**config.mk**
```make
export PLATFORM = sky130hd
export DESIGN_NAME = spi_cmd_slave
export DESIGN_NICKNAME = d
export VERILOG_FILES = /design/src/rtl/spi_cmd_slave.sv
export SDC_FILE = /design/constraint.sdc
export NUM_CORES = 1
export LEC_CHECK = 0
export BUFFER_PORTS_ARGS = -buffer_cell sky130_fd_sc_hd__buf_2
export CAP_MARGIN = 20
export CORE_ASPECT_RATIO = 1.75
export CORE_MARGIN = 3
export CORE_UTILIZATION = 25
export DETAILED_ROUTE_END_ITERATION = 10
export GPL_TIMING_DRIVEN = 0
export PLACE_DENSITY = 0.46
export SYNTH_ARGS = -nofsm -noshare
export SYNTH_HDL_FRONTEND = slang
export SYNTH_SLANG_ARGS = --single-unit
```
**constraint.sdc**
```tcl
create_clock -name clk -period 4.79 [get_ports clk]
set_input_delay 0.958 -clock clk [delete_from_list [all_inputs] [get_ports clk]]
set_output_delay 0.958 -clock clk [all_outputs]
set_load 0.01 [all_outputs]
```
**src/rtl/spi_cmd_slave.sv**
```systemverilog
module spi_cmd_slave #(
  parameter int MAXB = 4,
  localparam int DW = 8 * MAXB,
  localparam int CW = $clog2(MAXB + 1)
) (
  input  logic          clk,
  input  logic          rst_n,
  input  logic          ss_n,
  input  logic          sck,
  input  logic          mosi,
  output logic          miso,
  output logic          miso_oe,
  input  logic [DW-1:0] cnt_in,
  input  logic [7:0]    status_in,
  output logic [7:0]    mode0,
  output logic [7:0]    mode1,
  output logic [DW-1:0] data_reg,
  output logic [DW-1:0] out_reg,
  output logic          cnt_wr,
  output logic [DW-1:0] cnt_wdata,
  output logic          cnt_clr,
  output logic          stat_clr
);
  typedef enum logic [1:0] {P_INS, P_RD, P_WR, P_END} phase_t;

  logic [2:0] sck_s, ss_s;
  logic [1:0] mosi_s;
  phase_t     phase;
  logic [2:0] bitc, rsel;
  logic [7:0] rxb;
  logic [CW-1:0] left;
  logic [DW-1:0] acc, sh, rd_val, rd_al;
  logic [CW-1:0] rd_len;
  logic       miso_r;

  wire rise   = sck_s[1] & ~sck_s[2];
  wire fall   = ~sck_s[1] & sck_s[2];
  wire active = ~ss_s[1];
  wire [7:0] byte_in = {rxb[6:0], mosi_s[1]};
  wire last   = rise & (bitc == 3'd7);
  wire [2:0] isel = byte_in[5:3];
  wire [CW-1:0] nb = CW'(MAXB) - CW'(mode1[1:0]);
  wire wide = (isel == 3'd2) || (isel == 3'd3) || (isel == 3'd4);
  wire [DW-1:0] wacc = {acc[DW-9:0], byte_in};

  assign miso = miso_r;
  assign miso_oe = active;

  always_comb begin
    case (isel)
      3'd0: rd_val = DW'(mode0);
      3'd1: rd_val = DW'(mode1);
      3'd2: rd_val = data_reg;
      3'd3: rd_val = cnt_in;
      3'd4: rd_val = out_reg;
      3'd5: rd_val = DW'(status_in);
      default: rd_val = '0;
    endcase
    rd_len = wide ? nb : CW'(1);
    rd_al = rd_val << (8 * (MAXB - int'(rd_len)));
  end

  always_ff @(posedge clk or negedge rst_n) begin
    if (!rst_n) begin
      sck_s <= '0; ss_s <= '1; mosi_s <= '0;
    end else begin
      sck_s <= {sck_s[1:0], sck};
      ss_s <= {ss_s[1:0], ss_n};
      mosi_s <= {mosi_s[0], mosi};
    end
  end

  always_ff @(posedge clk or negedge rst_n) begin
    if (!rst_n) begin
      phase <= P_INS; bitc <= '0; rsel <= '0; rxb <= '0; left <= '0;
      acc <= '0; sh <= '0; miso_r <= 1'b0;
      mode0 <= '0; mode1 <= '0; data_reg <= '0; out_reg <= '0;
      cnt_wr <= 1'b0; cnt_wdata <= '0; cnt_clr <= 1'b0; stat_clr <= 1'b0;
    end else begin
      cnt_wr <= 1'b0; cnt_clr <= 1'b0; stat_clr <= 1'b0;
      if (!active) begin
        phase <= P_INS; bitc <= '0; miso_r <= 1'b0;
      end else begin
        if (rise) begin
          bitc <= bitc + 3'd1;
          rxb <= byte_in;
        end
        if (last) begin
          case (phase)
            P_INS: begin
              rsel <= isel;
              phase <= P_END;
              case (byte_in[7:6])
                2'b00: case (isel)
                  3'd0: mode0 <= '0;
                  3'd1: mode1 <= '0;
                  3'd2: data_reg <= '0;
                  3'd3: cnt_clr <= 1'b1;
                  3'd4: out_reg <= '0;
                  3'd5: stat_clr <= 1'b1;
                  default: ;
                endcase
                2'b01: if (isel <= 3'd5) begin
                  phase <= P_RD; sh <= rd_al; left <= rd_len;
                end
                2'b10: if (isel <= 3'd3) begin
                  phase <= P_WR; acc <= '0; left <= rd_len;
                end
                default: begin
                  if (isel == 3'd3) begin cnt_wr <= 1'b1; cnt_wdata <= data_reg; end
                  if (isel == 3'd4) out_reg <= cnt_in;
                end
              endcase
            end
            P_RD: begin
              left <= left - CW'(1);
              if (left == CW'(1)) phase <= P_END;
            end
            P_WR: begin
              acc <= wacc;
              left <= left - CW'(1);
              if (left == CW'(1)) begin
                phase <= P_END;
                case (rsel)
                  3'd0: mode0 <= byte_in;
                  3'd1: mode1 <= byte_in;
                  3'd2: data_reg <= wacc;
                  default: begin cnt_wr <= 1'b1; cnt_wdata <= wacc; end
                endcase
              end
            end
            default: ;
          endcase
        end
        if (fall) begin
          if (phase == P_RD) begin
            miso_r <= sh[DW-1];
            sh <= sh << 1;
          end else miso_r <= 1'b0;
        end
      end
    end
  end

  AST_IDLE_MISO_LOW: assert property (@(posedge clk) disable iff (!rst_n)
    !active |=> !miso);
  AST_ONE_STROBE: assert property (@(posedge clk) disable iff (!rst_n)
    $onehot0({cnt_wr, cnt_clr, stat_clr}));
  AST_CNT_WR_AT_BYTE: assert property (@(posedge clk) disable iff (!rst_n)
    cnt_wr |-> $past(rise));
  AST_MODE_AT_BYTE: assert property (@(posedge clk) disable iff (!rst_n)
    !rise |=> ($stable(mode1) && $stable(mode0)));
  AST_READ_NO_WRITE: assert property (@(posedge clk) disable iff (!rst_n)
    (phase == P_RD) |=> ($stable(data_reg) && $stable(mode0) && $stable(mode1) && !cnt_wr));
endmodule

```
Yosys cells after proc, flatten, opt, wreduce, memory -nomap -nowiden
Index checks and enable logic that the tools add are counted.
- bits in registers: 197
- input port bits: 45
- output and inout port bits: 117
- add/sub/neg operators: 4
- $lt $le $gt $ge: 2
- equality and inequality tests: 30
- shift operators: 1
- multiplexer cells: 66
- bitwise operators: 7
- reduce and logical (&&, ||, !) cells: 26
- operator list (operator ; number):
    $mux 32 ; 16
    $pmux 32 s2 ; 3
    $pmux 32 s6 ; 1
    $mux 8 ; 8
    $mux 24 ; 2
    $pmux 24 s2 ; 1
    $pmux 8 s2 ; 2
    $shl 32x32->32 ; 1
    $reduce_and 7->1 ; 4
    $ne 2x2->1 const B ; 11
    $mux 1 ; 19
    $mux 3 ; 5
    $pmux 3 s2 ; 2
    $reduce_and 5->1 ; 2
    $reduce_bool 2->1 ; 5
    $eq 3x1->1 const B ; 3
    $eq 3x2->1 const B ; 3
    $eq 3x3->1 const B ; 3
    $ne 3x3->1 const B ; 3
    $mux 2 ; 4
    $pmux 2 s2 ; 2
    $logic_not 3->1 ; 2
    $reduce_and 3->1 ; 2
    $reduce_and 6->1 ; 1
    19 further kinds ; 31

Logic depth before layout (Yosys ltp)
- depth in word-level cells: 12
- depth in mapped cells: 13
- depth with buffers taken out: 9

Worst setup path after synthesis
OpenSTA, ideal clock, no wires.
- path kind: reg-to-reg
- start point: register rxb[4]
- end point: register sh[22]
- setup time: 0.082 ns
- arrival: 2.521 ns
- required time: 4.708 ns
- slack: 2.187 ns
- cell stages (with the launch flop): 14
- path buffers: 4
- cell sequence: dfrtp_1 -> buf_6 -> nor3b_2 -> buf_6 -> o21ai_4 -> inv_2 -> buf_2 -> ha_1 -> clkbuf_1 -> a31oi_1 -> o21ai_0 -> o32ai_1 -> nand3_1 -> a31oi_1
- word-level cells in the longest chain between the ends: 12
- elaborated cells between the ends (all ways): 19
- RTL lines (item ; RTL line ; source):
    start, declared ; 30 ; logic [7:0] rxb;
    start signal, assigned ; 86 ; rxb <= byte_in;
    $eq 3x2->1 ; 43, 50 ;
    $logic_or 1x1->1 (2 in a row) ; 43 ; wire wide = (isel == 3'd2) || (isel == 3'd3) || (isel == 3'd4);
    $mux 3 ; 59 ; rd_len = wide ? nb : CW'(1);
    $sub 3x3->4 ; 60 ; rd_al = rd_val << (8 * (MAXB - int'(rd_len)));
    $shl 32x32->32 ; 60 ;
    $mux 32 (*) ; 103 ; 2'b01: if (isel <= 3'd5) begin
    $mux 32 (*) ; 93 ; case (byte_in[7:6])
    $mux 32 (*) ; 89 ; case (phase)
    $mux 32 (*) ; 88 ; if (last) begin
    $mux 32 ; 136 ; if (phase == P_RD) begin
    $mux 32 (*) ; 135 ; if (fall) begin
    end signal, assigned ; 138 ; sh <= sh << 1;
    end, declared ; 32 ; logic [DW-1:0] acc, sh, rd_val, rd_al;
Every way passes the cells marked *; elsewhere a longest branch is shown, timed or not.
A chain may end at the register's enable or synchronous reset.

Worst setup path after layout
- start point: register rxb[4]
- end point: register sh[25]
The elaborated chain is that of the path after synthesis.

==> metrics.yaml <==
sta:
  relSlewSlack_pct: 29.4
  setup_viol: 0
  finalHoldViolCount: 0
  period_share_pct: 70.6
  fin_crit_ps: 3380
  max_freq_ghz: 0.296
  worst_slew_pin_slew_ps: 1060
  rsz0062_at_grt: "false"
  drv_slew: 0
  clock_skew_ps: 12.1
detailed_routing:
  wirelength_um: 39900
  vias: 8573
  wl_per_cell_um: 23.2
  drtPass1Iterations: 8
  drt_iter0_drc: 595
  vias_per_cell: 4.99
  antenna_left: 0
  drt_drc_violations_left: 0
synthesis:
  yosys_warnings: 0
  yosysSeqAreaShare_pct: 49.7
  ys_ff_latch: 197
  synth_compound_area_share_pct: 21.5
  synthFlopType: "dfrtp_1"
  synthSimpleGateAreaFrac_pct: 15.4
  synth_area_per_cell_um2: 9.55
  synth_nets: 1097
  synthArstFlopShare_pct: 100
  synth_edf_count: 0
  ys_types: 71
  synthAdderAreaFrac_pct: 1.64
  syn-instance-count: 1039
  synth-xor-area-share_pct: 0.252
  synth_top_family_by_area: "compound AO/OA/AOI/OAI gates"
  synthMuxAreaShare_pct: 7.11
  syn_area_um2: 9920
finish:
  nets: 1279
  drive_above_1_share_pct: 22.6
  multi_input_area_um2: 4560
  antenna_cells: 0
  fillers: 4182
  regArea_um2: 4930
  layout_commonest_cell: "nand2_1"
  final_cells: 1719
  layout_common_cells: "201 x nand2_1, 195 x dfrtp_1, 181 x buf_2"
  area_growth_pct: 21.1
clock_network:
  clkLatencyLatePin_ps: 470
  cts.sinks: 197
  cts_resized: 0
  cts-root-buf: "clkbuf_16"
  cts_max_level: 4
  ctsLongestPathBuffers: 2
  cts_tree: "done"
  post_cts_buffers: 0
  numCtsBuffers: 17
  hold_buffers: 0
  clk_pin_slew_ps: 70
pwr:
  p_seq_share_pct: 36.9
  p_sw_w: 0.00169
  power_w: 0.00467
  power_frac_clock_pct: 33.5
  p_per_area_nw_per_um2: 389
  comb_power_share_pct: 29.7
  p_sw_share_pct: 36.3
  power.internal_w: 0.00297
  leakage_nw: 5.26
  peakVddDrop_v: 0.000211
setup_path:
  path_cells: "buf_6 > nor3b_2 > buf_6 > clkbuf_1 > o21ai_0 > ha_1 > clkbuf_1 > nand2_1 > nor2_1 > o211ai_1 > a21oi_1"
  start_kind: "register"
  path_class: "reg -> reg"
  slowest_stage: "clkbuf_1"
  path_max_fanout: 10
  slowest_delay_ps: 470
  end_kind: "register"
  worstPathArrival_ps: 3780
  required_ps: 5180
die:
  fp.dieH_um: 269
  core-area_um2: 38700
  io_pins: 162
  placement_rows: 95
  initial_utilization_pct: 25.6
  die_area_um2: 42200
  die_w_um: 157
global_routing:
  grtUsageMet3_pct: 3.21
  grt_pass1_vias: 9193
  grtUsageTotal_pct: 19.1
  antenna_found_initial: 1
  grt_overflow: 0
  grt_pass1_wl_um: 60100
  grt_max_degree: 105
  grt_busiest_layer: "met2"
  globalRouteMet1Util_pct: 20.2
  grt_util_met2_pct: 35.8
hold_path:
  hold_path.class: "reg -> reg"
placement:
  portBuffers: 161
  dp_hpwl_um: 31900
  gp_congestion: 0.899
  dp.cells: 1687
run:
  cap_violations: 0
run_status:
  status: "completed"
-- path summary, 6_finish.rpt --
kind                       startpoint            end  slack (ps)  cells past startpoint
setup / recovery               rxb[4]         sh[25]        1410                     11
hold / removal              mosi_s[0]      mosi_s[1]         350                      0
setup reg to reg               rxb[4]         sh[25]        1410                     11
hold reg to reg             mosi_s[0]      mosi_s[1]         350                      0
max in group asynchronous       rst_n        bitc[0]        3210                      2
min in group asynchronous       rst_n  cnt_wdata[20]         540                      1
-- cells in the mapped netlist (all sizes together) (7+ instances only) --
cell / instances / area share [%]
nand2b: 38 / 2.4
mux2i: 33 / 3.3
a22oi: 11 / 0.83
o211ai: 9 / 0.68
a21boi: 24 / 1.8
clkbuf: 38 / 1.4
buf: 33 / 2.2
a211oi: 7 / 0.58
ha: 13 / 1.6
inv: 18 / 0.68
a21oi: 53 / 2.7
nor2: 40 / 1.5
nand3: 7 / 0.40
nor3: 7 / 0.47
dfrtp: 195 / 49
mux2: 33 / 3.8
o21ai: 173 / 9.0
a221oi: 12 / 1.1
or3: 14 / 0.88
nand2: 202 / 7.7
a31oi: 9 / 0.57
-- final cells by class --
cell class                 instances  share of cell area [%]
clock inverter                    14                    1.57
timing repair buffer             163                    7.12
sequential                       197                    41.1
clock buffer                      18                    3.66
buffer                            71                    2.97
tap                              485                    5.05
inverter                          19                   0.594
multi-input combinational        752                    38.0
-- worst max-delay path: cells and delay by family (launching register included) --
kind	cells	cell delay, ps
buffers and inverters	4	1210
AO/OA/AOI/OAI	3	620
AND/OR/NAND/NOR	3	810
adder cells (fa/ha/maj)	1	320
flip-flops	1	340
-- cell families after synthesis --
| kind of cell | count (synthesis) |
|---|---|
| adder cells (fa/ha/maj) | 13 |
| AO/OA/AOI/OAI | 337 |
| buffers and inverters | 90 |
| AND/OR/NAND/NOR | 334 |
| multiplexers | 66 |
| XOR/XNOR | 2 |
| flip-flops | 197 |
-- per-stage QoR --
stage               TNS, ps  worst slack (ps)  hold WS, ps  area, um^2  util, %
floorplan                 0              2190          331        9920        -
global route              0              1180          365       12000     31.0
global placement    -164970              -877          338       11300     29.2
CTS                       0              1380          354       12000     31.0
finish                    0              1410          354       12000     31.0
detailed placement        0              1400          337       11400     29.4
-- power groups by stage --
stage                     clock (W)  sequential (W)  combinational (W)
after global routing        0.00165         0.00172            0.00148
final                       0.00156         0.00172            0.00138
after global placement            0         0.00175            0.00137
after detailed placement          0         0.00175            0.00137
after floorplan                   0         0.00175           0.000888
after CTS                   0.00159         0.00172            0.00138
-- metal layers --
layer	share of wire, %	vias to the layer above	wire, um
met5	0.028	-	11
met3	3.3	82	1330
met2	55	222	22000
met4	4.9	2	1940
met1	37	4233	14600
li1	-	4034	-
(Power assumes the default switching activity.)
